==> src/rtl/intc_pkg.sv <==
package intc_pkg;
  localparam int unsigned LVL_W = 3;
  typedef logic [LVL_W-1:0] lvl_t;
  // all-ones level switches a line off
  localparam lvl_t LVL_OFF = '1;
endpackage

==> src/rtl/intc_cfg_regs.sv <==
module intc_cfg_regs
  import intc_pkg::*;
#(
  parameter int unsigned NUM_SRC = 31,
  parameter int unsigned IDX_W   = 5,
  parameter int unsigned ADDR_W  = 6
) (
  input  logic              clk_i,
  input  logic              rst_ni,
  input  logic              we_i,
  input  logic [ADDR_W-1:0] addr_i,
  input  lvl_t              data_i,
  output lvl_t              lvl_o [NUM_SRC],
  output lvl_t              thr_o,
  output logic              brk_clr_o
);
  localparam logic [ADDR_W-1:0] THR_ADDR = ADDR_W'(2**IDX_W);
  localparam logic [ADDR_W-1:0] CLR_ADDR = ADDR_W'(2**IDX_W + 1);

  for (genvar g = 0; g < NUM_SRC; g++) begin : g_lvl
    logic sel;
    lvl_t lvl_d, lvl_q;
    assign sel = we_i && (addr_i == ADDR_W'(g));
    always_comb begin
      lvl_d = lvl_q;
      if (sel) lvl_d = data_i;
    end
    always_ff @(posedge clk_i or negedge rst_ni) begin
      if (!rst_ni) lvl_q <= LVL_OFF;
      else         lvl_q <= lvl_d;
    end
    assign lvl_o[g] = lvl_q;
  end

  logic thr_en;
  lvl_t thr_d, thr_q;
  assign thr_en = we_i && (addr_i == THR_ADDR);
  always_comb begin
    thr_d = thr_q;
    if (thr_en) thr_d = data_i;
  end
  always_ff @(posedge clk_i or negedge rst_ni) begin
    if (!rst_ni) thr_q <= LVL_OFF;
    else         thr_q <= thr_d;
  end
  assign thr_o     = thr_q;
  assign brk_clr_o = we_i && (addr_i == CLR_ADDR) && data_i[0];
endmodule

==> src/rtl/intc_arbiter.sv <==
module intc_arbiter
  import intc_pkg::*;
#(
  parameter int unsigned NUM_SRC = 31,
  parameter int unsigned IDX_W   = 5
) (
  input  logic [NUM_SRC-1:0] req_i,
  input  lvl_t               lvl_i [NUM_SRC],
  output logic               vld_o,
  output logic [IDX_W-1:0]   idx_o,
  output lvl_t               lvl_o
);
  always_comb begin
    lvl_o = LVL_OFF;
    idx_o = IDX_W'(NUM_SRC);
    // strict compare keeps the earlier (lower) index on equal levels
    for (int i = 0; i < NUM_SRC; i++) begin
      if (req_i[i] && (lvl_i[i] < lvl_o)) begin
        lvl_o = lvl_i[i];
        idx_o = IDX_W'(i);
      end
    end
    vld_o = (lvl_o != LVL_OFF);
  end
endmodule

==> src/rtl/intc_brk_det.sv <==
module intc_brk_det (
  input  logic clk_i,
  input  logic rst_ni,
  input  logic pin_ni,
  input  logic clr_i,
  output logic fall_o,
  output logic pend_o
);
  logic s1_q, s2_q, old_q, pend_q, pend_d;

  always_ff @(posedge clk_i or negedge rst_ni) begin
    if (!rst_ni) begin
      s1_q  <= 1'b1;
      s2_q  <= 1'b1;
      old_q <= 1'b1;
    end else begin
      s1_q  <= pin_ni;
      s2_q  <= s1_q;
      old_q <= s2_q;
    end
  end

  assign fall_o = old_q && !s2_q;

  always_comb begin
    pend_d = pend_q;
    if (clr_i)  pend_d = 1'b0;
    if (fall_o) pend_d = 1'b1;
  end

  always_ff @(posedge clk_i or negedge rst_ni) begin
    if (!rst_ni) pend_q <= 1'b0;
    else         pend_q <= pend_d;
  end
  assign pend_o = pend_q;
endmodule

==> src/rtl/prio_intc.sv <==
module prio_intc
  import intc_pkg::*;
#(
  parameter  int unsigned NUM_SRC = 31,
  localparam int unsigned IDX_W   = $clog2(NUM_SRC + 1),
  localparam int unsigned ADDR_W  = IDX_W + 1
) (
  input  logic               clk_i,
  input  logic               rst_ni,
  input  logic [NUM_SRC-1:0] src_req_i,
  input  logic               brk_ni,
  input  logic               cfg_we_i,
  input  logic [ADDR_W-1:0]  cfg_addr_i,
  input  logic [LVL_W-1:0]   cfg_data_i,
  output logic               irq_o,
  output logic [IDX_W-1:0]   win_idx_o,
  output logic [LVL_W-1:0]   win_lvl_o,
  output logic               brk_irq_o
);
  logic [NUM_SRC-1:0] req_q;
  lvl_t               lvl [NUM_SRC];
  lvl_t               thr;
  logic               brk_clr, brk_fall, win_vld;
  lvl_t               win_lvl;

  always_ff @(posedge clk_i or negedge rst_ni) begin
    if (!rst_ni) req_q <= '0;
    else         req_q <= src_req_i;
  end

  intc_cfg_regs #(.NUM_SRC(NUM_SRC), .IDX_W(IDX_W), .ADDR_W(ADDR_W)) u_regs (
    .clk_i(clk_i), .rst_ni(rst_ni), .we_i(cfg_we_i), .addr_i(cfg_addr_i),
    .data_i(cfg_data_i), .lvl_o(lvl), .thr_o(thr), .brk_clr_o(brk_clr));

  intc_arbiter #(.NUM_SRC(NUM_SRC), .IDX_W(IDX_W)) u_arb (
    .req_i(req_q), .lvl_i(lvl), .vld_o(win_vld), .idx_o(win_idx_o), .lvl_o(win_lvl));

  intc_brk_det u_brk (
    .clk_i(clk_i), .rst_ni(rst_ni), .pin_ni(brk_ni), .clr_i(brk_clr),
    .fall_o(brk_fall), .pend_o(brk_irq_o));

  assign win_lvl_o = win_lvl;
  assign irq_o     = win_vld && (win_lvl < thr);
endmodule

==> config.mk <==
export PLATFORM = sky130hd
export DESIGN_NAME = prio_intc
export DESIGN_NICKNAME = d
export VERILOG_FILES = /design/src/rtl/intc_pkg.sv /design/src/rtl/intc_cfg_regs.sv /design/src/rtl/intc_arbiter.sv /design/src/rtl/intc_brk_det.sv /design/src/rtl/prio_intc.sv
export SDC_FILE = /design/constraint.sdc
export NUM_CORES = 1
export LEC_CHECK = 0
export ABC_AREA = 1
export BUFFER_PORTS_ARGS = -buffer_cell sky130_fd_sc_hd__buf_2
export CORE_ASPECT_RATIO = 0.6
export CORE_UTILIZATION = 62
export DETAILED_ROUTE_END_ITERATION = 16
export GPL_ROUTABILITY_DRIVEN = 0
export PLACE_DENSITY_LB_ADDON = 0.15
export SETUP_SLACK_MARGIN = 0.4
export SLEW_MARGIN = 20
export SYNTH_ARGS = -nofsm -noshare
export SYNTH_HDL_FRONTEND = slang
export SYNTH_HIERARCHICAL = 1
export SYNTH_SLANG_ARGS = --single-unit
==> constraint.sdc <==
create_clock -name clk_i -period 22.2 [get_ports clk_i]
set_clock_uncertainty 0.05 [all_clocks]
set_input_delay 2.22 -clock clk_i [delete_from_list [all_inputs] [get_ports clk_i]]
set_output_delay 2.22 -clock clk_i [all_outputs]
set_load 0.005 [all_outputs]
# [After elaboration in Yosys (flattened, before gate mapping)]
# Cells that the tools add are included.
[classes] order_cmp=32 n_eq_ne=33 mux=64 n_reduce_logical=70
[ops] op="5-bit 2-to-1 mux" n=31
[ops] op="3-bit < comparator" n=31
[ops] op="3-bit 2-to-1 mux" n=31
[ops] op="6-bit by 5-bit == test with 1-bit output, second input constant" n=15
[ops] op="1-bit logical AND" n=67
[ops] op="6-bit by 4-bit == test with 1-bit output, second input constant" n=8
[ops] op="6-bit by 3-bit == test with 1-bit output, second input constant" n=4
[ops] op="6-bit by 2-bit == test with 1-bit output, second input constant" n=2
[ops] op="6-bit == test, second input constant" n=2
[ops] op="6-bit by 1-bit == test with 1-bit output, second input constant" n=1
[ops] op="6-bit logical NOT" n=1
[ops] op="3-bit < comparator, second input constant" n=1
[ops] op="3-bit != test, second input constant" n=1
[ops] op="1-bit 2-to-1 mux" n=2
[ops] op="2-bit nonzero test" n=1
[ops] op="1-bit logical NOT" n=1
[word_totals] register_bits=131 output_inout_bits=10 wordCells=236

# [Longest topological paths before layout]
# Gate-level depths: netlist of run 1.
[logic_depth] ltp_word=95 depth_mapped=189 mapped_depth_nobuf=189

# [Cells and area by module]
# Netlist of run 1, hierarchy kept.
[by_module_without_submodules] module="intc_cfg_regs" instances=1 cells_per_inst=487 area_each_um2=4226.6 seq_area_each_um2=2522.4
[by_module_without_submodules] module="intc_arbiter" instances=1 cells_per_inst=812 area_each_um2=3763.6 seq_area_each_um2=0.0
[by_module_without_submodules] module="prio_intc" instances=1 cells_per_inst=42 area_each_um2=840.8 seq_area_each_um2=775.7
[by_module_without_submodules] module="intc_brk_det" instances=1 cells_per_inst=10 area_each_um2=128.9 seq_area_each_um2=103.8

# [Worst setup path before layout of run 1]
# OpenSTA, ideal clock, no wires.
[synth_timing] path_kind="reg-to-output" startpoint="reg u_regs.g_lvl[0].lvl_q[0]" endpoint="out irq_o" arrival_ps=15038 required_ps=19930 path_slack_ps=4892 stages_incl_launch_ff=189 n_path_buf=0 cell_sequence="dfstp_2 inv_1 nand2_1 nand2_1 nand2_1 nand2_1 nand2_2 nand2_2 nand2_1 nand2_1 nand2_1 nand2_1 nand2_2 nand3_2 nand2_1 nand2_1 nor2_1 nand2_1 (+153 left out) nand3_1 nand2_1 clkinv_1 nand2_1 nand3_2 o21ai_0 inv_1 ha_1 nand2_1 nand2_1 nor2_1 nand2_4 nand2_1 nand2_1 ha_1 nand2_1 nand3_1 nor2_1"
[synth_between] elab_chain_len=95
[synth_rtl] element="start: declaration" line="intc_cfg_regs.sv:22" rtl="lvl_t lvl_d, lvl_q;"
[synth_rtl] element="start signal: assignment" line="intc_cfg_regs.sv:30" rtl="else lvl_q <= lvl_d;"
[synth_rtl] element="3-bit < comparator" line="intc_arbiter.sv:18" rtl="if (req_i[i] && (lvl_i[i] < lvl_o)) begin"
[synth_rtl] element="1-bit logical AND" line="intc_arbiter.sv:18"
[synth_rtl] element="3-bit 2-to-1 mux *" line="intc_arbiter.sv:18"
[synth_rtl] element="3-bit < comparator" line="intc_arbiter.sv:18"
[synth_rtl] element="1-bit logical AND" line="intc_arbiter.sv:18"
[synth_rtl] element="3-bit 2-to-1 mux *" line="intc_arbiter.sv:18"
[synth_rtl] element="3-bit < comparator" line="intc_arbiter.sv:18"
[synth_rtl] element="1-bit logical AND" line="intc_arbiter.sv:18"
[synth_rtl] element="(+80 left out)"
[synth_rtl] element="1-bit logical AND" line="intc_arbiter.sv:18"
[synth_rtl] element="3-bit 2-to-1 mux *" line="intc_arbiter.sv:18"
[synth_rtl] element="3-bit < comparator" line="intc_arbiter.sv:18"
[synth_rtl] element="1-bit logical AND" line="intc_arbiter.sv:18"
[synth_rtl] element="3-bit 2-to-1 mux *" line="intc_arbiter.sv:18"
[synth_rtl] element="named net win_lvl_o[2]" line="prio_intc.sv:17" rtl="output logic [LVL_W-1:0] win_lvl_o,"
[synth_rtl] element="3-bit < comparator / 3-bit != test (equally long branches)" line="prio_intc.sv:43, intc_arbiter.sv:23"
[synth_rtl] element="1-bit logical AND *" line="prio_intc.sv:43" rtl="assign irq_o = win_vld && (win_lvl < thr);"
[synth_rtl] element="end: declaration" line="prio_intc.sv:15" rtl="output logic irq_o,"
# The timed path passes the listed nets; every way through them passes the cells marked *.

# [Worst setup path in the final report of run 1]
[layout_timing] startpoint="reg u_regs.g_lvl[0].lvl_q[0]" endpoint="out irq_o"
[layout_between] elab_chain_len=95
[layout_rtl] element="3-bit < comparator" line="intc_arbiter.sv:18"
[layout_rtl] element="1-bit logical AND" line="intc_arbiter.sv:18"
[layout_rtl] element="3-bit 2-to-1 mux *" line="intc_arbiter.sv:18"
[layout_rtl] element="3-bit < comparator" line="intc_arbiter.sv:18"
[layout_rtl] element="1-bit logical AND" line="intc_arbiter.sv:18"
[layout_rtl] element="3-bit 2-to-1 mux *" line="intc_arbiter.sv:18"
[layout_rtl] element="3-bit < comparator" line="intc_arbiter.sv:18"
[layout_rtl] element="1-bit logical AND" line="intc_arbiter.sv:18"
[layout_rtl] element="(+79 left out)"
[layout_rtl] element="3-bit < comparator" line="intc_arbiter.sv:18"
[layout_rtl] element="1-bit logical AND" line="intc_arbiter.sv:18"
[layout_rtl] element="3-bit 2-to-1 mux *" line="intc_arbiter.sv:18"
[layout_rtl] element="3-bit < comparator" line="intc_arbiter.sv:18"
[layout_rtl] element="1-bit logical AND" line="intc_arbiter.sv:18"
[layout_rtl] element="3-bit 2-to-1 mux *" line="intc_arbiter.sv:18"
[layout_rtl] element="3-bit < comparator / 3-bit != test (equally long branches)" line="prio_intc.sv:43, intc_arbiter.sv:23"
[layout_rtl] element="1-bit logical AND *" line="prio_intc.sv:43"
# Every way passes the cells marked *; elsewhere a longest branch is shown, timed or not.

==> impl_metrics.prom, run 1 <==
# TYPE chip_impl_metric gauge
chip_impl_metric{name="antenna_found_initial",unit=""} 0
chip_impl_metric{name="number_of_port_buffers",unit=""} 53
chip_impl_metric{name="design.final.nets",unit=""} 1501
chip_impl_metric{name="ff2ff_setup_slack",unit="ns"} 21.33
chip_impl_metric{name="period_share",unit="%"} 92.8
chip_impl_metric{name="worst_pin_slew",unit="ns"} 0.889
chip_impl_metric{name="route.final.wire_length",unit="um"} 26000
chip_impl_metric{name="drt_pre_antenna_iters",unit=""} 6
chip_impl_info{name="status",value="complete, no violations"} 1
chip_impl_info{name="critPathKind",value="register to output pin"} 1
chip_impl_metric{name="min_tclk_post_route",unit="ns"} 20.60
chip_impl_metric{name="drc",unit=""} 0
chip_impl_metric{name="timing.fmax",unit="MHz"} 48.6
chip_impl_metric{name="use_met3",unit="%"} 6.50
chip_impl_metric{name="io_pins",unit=""} 54
chip_impl_metric{name="crit_required",unit="ns"} 19.93
chip_impl_metric{name="max-slew-margin-rel",unit="%"} 40.7
chip_impl_metric{name="syn-mean-instance-area",unit="um^2"} 6.63
chip_impl_metric{name="clk_transition_reported_paths",unit="ns"} 0.06
chip_impl_metric{name="synthesis.yosys.warnings",unit=""} 6
chip_impl_metric{name="nets_in_the_synthesized_netlist",unit=""} 1398
chip_impl_metric{name="global_route.overflow_total",unit=""} 0
chip_impl_metric{name="routed_via_density",unit=""} 5.74
chip_impl_metric{name="cts.htree.levels",unit=""} 4
chip_impl_metric{name="gr-usage-met2",unit="%"} 48.9
chip_impl_metric{name="maxCapViolations",unit=""} 0
chip_impl_metric{name="source_to_sink_clock_delay_at_the_later_pin_of_the_worst_skew_pair",unit="ns"} 0.41
chip_impl_metric{name="finalHoldViolCount",unit=""} 0
chip_impl_metric{name="grt_start_max_net_pins",unit=""} 73
chip_impl_metric{name="postLayoutCellArea",unit="mm^2"} 0.0106
chip_impl_metric{name="grt_pass1_vias",unit=""} 7873
chip_impl_metric{name="tritoncts_num_sinks",unit=""} 131
chip_impl_metric{name="pwr_density_cell",unit="mW/mm^2"} 175
chip_impl_metric{name="dr_total_vias",unit=""} 9520
chip_impl_metric{name="drt_first_iter_violations",unit=""} 1199
chip_impl_metric{name="global_route_wire_length_before_repair",unit="um"} 39200
chip_impl_metric{name="fin_total_pwr",unit="uW"} 1870
chip_impl_metric{name="cts_inserted_buffers",unit=""} 17
chip_impl_metric{name="cp.arrival",unit="ns"} 18.33
chip_impl_metric{name="antenna_violating_nets_post_route",unit=""} 0
chip_impl_metric{name="crit_fanout",unit=""} 6
chip_impl_metric{name="leakage",unit="uW"} 0.00524
chip_impl_metric{name="critical_path.max_stage_delay",unit="ns"} 0.55
chip_impl_info{name="worst_path_most_repeated_cell",value="nand2_1"} 1
chip_impl_info{name="hp_class",value="register to register"} 1
chip_impl_info{name="globalRoute.busiestLayer",value="met1"} 1
chip_impl_info{name="clock-root-buffer",value="clkbuf_16"} 1
chip_impl_info{name="master_of_the_slowest_instance_on_the_critical_path",value="dfstp_2"} 1
chip_impl_metric{name="layout-drive-gt1-share",unit="%"} 23.5
chip_impl_metric{name="max-vdd-ir-drop",unit="uV"} 127
chip_impl_metric{name="placedInstanceArea",unit="mm^2"} 0.00938
chip_impl_metric{name="starting_density_of_the_core",unit="%"} 64.6
chip_impl_info{name="critical_path_capture_point_type",value="output pin"} 1
chip_impl_metric{name="antenna_cells_inserted",unit=""} 0
chip_impl_info{name="tritoncts_clock_tree",value="built"} 1
chip_impl_metric{name="avg_wl_per_cell",unit="um"} 15.7
chip_impl_metric{name="std_cell_rows",unit=""} 33
chip_impl_metric{name="cts_hold_buf",unit=""} 0
chip_impl_metric{name="synthToLayoutAreaGrowth",unit="%"} 18.8
chip_impl_metric{name="die-area",unit="mm^2"} 0.0149
chip_impl_metric{name="die-height",unit="um"} 95.1
chip_impl_metric{name="cts-root-to-sink-buffers",unit=""} 2
chip_impl_metric{name="total_core_area",unit="mm^2"} 0.0139
chip_impl_metric{name="syn-cell-area",unit="mm^2"} 0.00896
chip_impl_metric{name="finalMaxSlewViolations",unit=""} 0
chip_impl_metric{name="die_w",unit="um"} 157
chip_impl_metric{name="report.final.setup_viol",unit=""} 0
chip_impl_metric{name="grt_usage",unit="%"} 34.0
chip_impl_metric{name="grt_use_met1",unit="%"} 51.4
chip_impl_metric{name="place_hpwl",unit="um"} 16800
chip_impl_info{name="timing.critical_path.from_type",value="register"} 1
chip_impl_metric{name="syn-instance-count",unit=""} 1350
[metal layers]
metal  wire, um  up-vias
met2      11000      611
met4        531        0
li1           -     4496
met3       2870       67
met5          0        -
met1      11600     4346
[final timing paths]
| check | from | endpoint | cells past startpoint |
|---|---|---|---|
| worst max register to register | u_regs/g_lvl[19].lvl_q[1]$_DFFE_PN1P_ | u_regs/g_lvl[19].lvl_q[1]$_DFFE_PN1P_ | 2 |
| min in group asynchronous | rst_ni | req_q[9]$_DFF_PN0_ | 1 |
| max in group asynchronous | rst_ni | req_q[23]$_DFF_PN0_ | 2 |
| worst min register to register | u_brk/s1_q$_DFF_PN1_ | u_brk/s2_q$_DFF_PN1_ | 0 |
| worst max-delay path | u_regs/g_lvl[0].lvl_q[0]$_DFFE_PN1P_ | irq_o | 188 |
| worst min-delay path | u_brk/s1_q$_DFF_PN1_ | u_brk/s2_q$_DFF_PN1_ | 0 |
[report_power, final]
part	internal [uW]	switching (uW)	total, uW
Combinational	479	752	1230
Clock	206	113	319
Sequential	283	32.0	315
[through the flow]
step	std cells	setup TNS [ns]	hold slack [ns]	util [%]	setup WS (ns)
2_1_floorplan	1350	0	0.295	-	4.89
4_1_cts	1609	0	0.306	72.4	1.04
5_1_grt	1658	-0.0666	0.310	76.7	-0.0666
3_3_place_gp	1577	0	0.297	67.6	2.49
3_5_place_dp	1577	0	0.297	67.6	1.96
6_report	1658	0	0.305	76.7	1.60
[state kept, by name, summed over array words and instances (netlist names)]
| register | flops |
|---|---|
| u_regs/thr_o | 3 |
| u_brk/pend_o | 1 |
| u_brk/old_q | 1 |
| req_q | 31 |
| u_brk/s1_q | 1 |
| u_regs/g_lvl.lvl_q | 93 |
| u_brk/s2_q | 1 |
[cell usage in the layout (no fill, tap or decap), types with 3 or more instances in the layout]
master and instances:
dfrtp_1 32, nor2_2 3, clkbuf_16 17, nand2_1 529
nand4_1 88, nand3_4 28, buf_2 52, buf_4 52
ha_1 4, nor2_1 59, inv_1 207, bufinv_16 5
nor2_4 14, dfstp_2 99, inv_2 13, clkinvlp_4 4
nand3_1 159, o21ai_0 4, nand2_2 46, a21oi_1 28
[timing repair]
action | 4_1_cts | 5_1_grt
buffers inserted | 0 | 49
setup endpoints to repair | 0 | 9
gates resized for setup | 0 | 42
[worst max-delay path, delay by kind of cell (launching register included)]
kind | cells | cell delay [ns]
AOI/OAI and AO/OA | 1 | 0.19
adders and majority gates | 2 | 0.58
buffers and inverters | 13 | 1.38
DFF | 1 | 0.55
and+or+nand+nor | 172 | 15.19
[cell type report]
class / count / area, um^2
tap: 192 / 240
sequential: 131 / 3400
clock buffer: 20 / 457
inverter: 222 / 833
clock inverter: 12 / 203
timing repair buffer: 104 / 651
fill: 1002 / 3240
multi-input combinational: 977 / 4850
Power figures use the tool's default switching activity.
==> run 2, diff against run 1 <==
BUFFER_PORTS_ARGS = -buffer_cell sky130_fd_sc_hd__buf_4   (was -buffer_cell sky130_fd_sc_hd__buf_2)
==> impl_metrics.prom, run 2 (same netlist as run 1, synthesis figures left out) <==
# TYPE chip_impl_metric gauge
chip_impl_info{name="status",value="complete, no violations"} 1
chip_impl_metric{name="antenna_found_initial",unit=""} 0
chip_impl_metric{name="avg_wl_per_cell",unit="um"} 15.1
chip_impl_info{name="rsz0062_at_grt",value="no"} 1
chip_impl_metric{name="global_route_wire_length_before_repair",unit="um"} 38900
chip_impl_metric{name="tritoncts_num_sinks",unit=""} 131
chip_impl_metric{name="fillers",unit=""} 1058
chip_impl_metric{name="total_core_area",unit="mm^2"} 0.0139
chip_impl_metric{name="grt_pass1_vias",unit=""} 7885
chip_impl_metric{name="pwr-share-seq",unit="%"} 17.5
chip_impl_metric{name="finalHoldViolCount",unit=""} 0
chip_impl_metric{name="max-vdd-ir-drop",unit="uV"} 153
chip_impl_metric{name="switching_share",unit="%"} 49.4
chip_impl_info{name="master_of_the_slowest_instance_on_the_critical_path",value="dfstp_2"} 1
chip_impl_metric{name="cts_hold_buf",unit=""} 0
chip_impl_metric{name="cts-root-to-sink-buffers",unit=""} 2
chip_impl_metric{name="global_route.overflow_total",unit=""} 0
chip_impl_metric{name="critical_path.max_stage_delay",unit="ns"} 0.53
chip_impl_info{name="hp_class",value="register to register"} 1
chip_impl_metric{name="intPower",unit="uW"} 908
chip_impl_metric{name="max-slew-margin-rel",unit="%"} 32.9
chip_impl_metric{name="cp.arrival",unit="ns"} 17.91
chip_impl_metric{name="crit_fanout",unit=""} 6
chip_impl_metric{name="number_of_flip_flops_under_the_largest_register_name",unit=""} 93
chip_impl_metric{name="power.net_switching",unit="uW"} 888
chip_impl_metric{name="io_pins",unit=""} 54
chip_impl_metric{name="holdWs",unit="ns"} 0.310
chip_impl_metric{name="design.final.nets",unit=""} 1494
chip_impl_info{name="tritoncts_clock_tree",value="built"} 1
chip_impl_info{name="clock-root-buffer",value="clkbuf_16"} 1
chip_impl_metric{name="antenna_violating_nets_post_route",unit=""} 0
chip_impl_metric{name="route.final.wire_length",unit="um"} 25000
chip_impl_metric{name="die-area",unit="mm^2"} 0.0149
chip_impl_metric{name="drt_first_iter_violations",unit=""} 995
chip_impl_metric{name="number_of_port_buffers",unit=""} 53
chip_impl_metric{name="fin_total_pwr",unit="uW"} 1800
chip_impl_metric{name="synthToLayoutAreaGrowth",unit="%"} 18.3
chip_impl_metric{name="cts_inserted_buffers",unit=""} 17
chip_impl_info{name="layout.cells.most_common_list",value="nand2_1, inv_1, nand3_1"} 1
chip_impl_metric{name="clk_transition_reported_paths",unit="ns"} 0.06
chip_impl_metric{name="leakage",unit="uW"} 0.00519
chip_impl_info{name="final_common_cell",value="nand2_1"} 1
chip_impl_metric{name="cts.htree.levels",unit=""} 4
chip_impl_metric{name="layout-drive-gt1-share",unit="%"} 23.0
chip_impl_metric{name="maxCapViolations",unit=""} 0
chip_impl_metric{name="pwr_density_cell",unit="mW/mm^2"} 170
chip_impl_metric{name="crit_required",unit="ns"} 19.93
chip_impl_metric{name="source_to_sink_clock_delay_at_the_later_pin_of_the_worst_skew_pair",unit="ns"} 0.42
chip_impl_metric{name="share_of_total_power_in_the_clock_network",unit="%"} 14.7
chip_impl_metric{name="place_hpwl",unit="um"} 16800
chip_impl_metric{name="min_tclk_post_route",unit="ns"} 20.18
chip_impl_metric{name="timing.fmax",unit="MHz"} 49.5
chip_impl_metric{name="die_w",unit="um"} 157
chip_impl_info{name="critPathKind",value="register to output pin"} 1
chip_impl_metric{name="finalMaxSlewViolations",unit=""} 0
chip_impl_info{name="worst_path_most_repeated_cell",value="nand2_1"} 1
chip_impl_metric{name="std_cell_rows",unit=""} 33
chip_impl_metric{name="period_share",unit="%"} 90.9
chip_impl_metric{name="antenna_cells_inserted",unit=""} 0
chip_impl_metric{name="starting_density_of_the_core",unit="%"} 64.6
chip_impl_metric{name="grt_usage",unit="%"} 33.8
chip_impl_metric{name="placedInstanceArea",unit="mm^2"} 0.00951
chip_impl_info{name="timing.critical_path.from_type",value="register"} 1
chip_impl_metric{name="postLayoutCellArea",unit="mm^2"} 0.0106
chip_impl_metric{name="grt_start_max_net_pins",unit=""} 83
chip_impl_metric{name="drc",unit=""} 0
chip_impl_metric{name="drt_pre_antenna_iters",unit=""} 6
chip_impl_metric{name="worst_pin_slew",unit="ns"} 1.01
chip_impl_metric{name="fin_tns_setup",unit="ns"} 0
chip_impl_metric{name="die-height",unit="um"} 95.1
chip_impl_metric{name="routed_via_density",unit=""} 5.59
chip_impl_metric{name="dr_total_vias",unit=""} 9230
chip_impl_metric{name="report.final.setup_viol",unit=""} 0
chip_impl_info{name="largest_register",value="u_regs/g_lvl.lvl_q"} 1
chip_impl_info{name="critical_path_capture_point_type",value="output pin"} 1
chip_impl_metric{name="combinationalPowerShare",unit="%"} 67.8
==> run 2: cell types whose count changed in the layout (fill, tap and decap cells not counted), sizes merged <==
cell	change
clkbuf	-2
bufinv	-5
inv	+2
buf	-7
clkinv	+5
==> run 2: power by group through the flow <==
stage               sequential (uW)  combinational, uW  clock, uW
global placement                314                936          0
finish                          314               1220        264
global route                    318               1330        275
CTS                             312                970        267
floorplan                       304                719          0
detailed placement              314                957          0
==> run 2: cell type report <==
class | count | area, um^2 | area share, %
multi-input cells | 977 | 4840 | 45.7
flip-flops and latches | 131 | 3400 | 32.1
inverters | 222 | 833 | 7.87
repair buffers | 97 | 728 | 6.87
clock buffers | 18 | 439 | 4.15
well taps | 192 | 240 | 2.27
clock inverters | 14 | 105 | 0.992
==> run 2: worst paths after layout <==
kind / start / end / slack, ns / cells past startpoint
worst max-delay path: u_regs/g_lvl[0].lvl_q[0]$_DFFE_PN1P_ / irq_o / 2.02 / 189
worst min-delay path: u_brk/s1_q$_DFF_PN1_ / u_brk/s2_q$_DFF_PN1_ / 0.31 / 0
worst max register to register: u_regs/g_lvl[3].lvl_q[1]$_DFFE_PN1P_ / u_regs/g_lvl[3].lvl_q[1]$_DFFE_PN1P_ / 21.36 / 2
worst min register to register: u_brk/s1_q$_DFF_PN1_ / u_brk/s2_q$_DFF_PN1_ / 0.31 / 0
max in group asynchronous: rst_ni / u_brk/pend_o$_DFFE_PN0P_ / 18.86 / 2
min in group asynchronous: rst_ni / req_q[9]$_DFF_PN0_ / 1.77 / 1
==> run 2: critical path: cells and delay by family (launching register included) <==
kind | cells | cell delay, ns
AND/OR/NAND/NOR | 178 | 15.61
buffers and inverters | 7 | 0.60
flip-flops | 1 | 0.53
adder cells (fa/ha/maj) | 2 | 0.47
AO/OA/AOI/OAI | 2 | 0.26
==> run 2: per-layer routing <==
| layer | global-route usage (%) | vias up | wire length, um |
|---|---|---|---|
| met5 | 0 | - | 0 |
| met4 | 7.85 | 0 | 311 |
| met3 | 7.59 | 44 | 2780 |
| met2 | 48.6 | 488 | 10500 |
| met1 | 51.1 | 4206 | 11400 |
| li1 | - | 4492 | - |
==> run 2: repair_timing <==
action	CTS	global route
gates resized for setup	0	38
setup endpoints to repair	0	9
buffers inserted	0	42
==> run 2: stage by stage <==
step | utilization [%] | setup slack, ns | std cells
final | 76.4 | 2.02 | 1651
after global routing | 76.4 | 0.0792 | 1651
after CTS | 72.5 | 1.31 | 1609
after detailed placement | 68.6 | 2.02 | 1577
after global placement | 68.6 | 2.66 | 1577
after floorplan | - | 4.89 | 1350
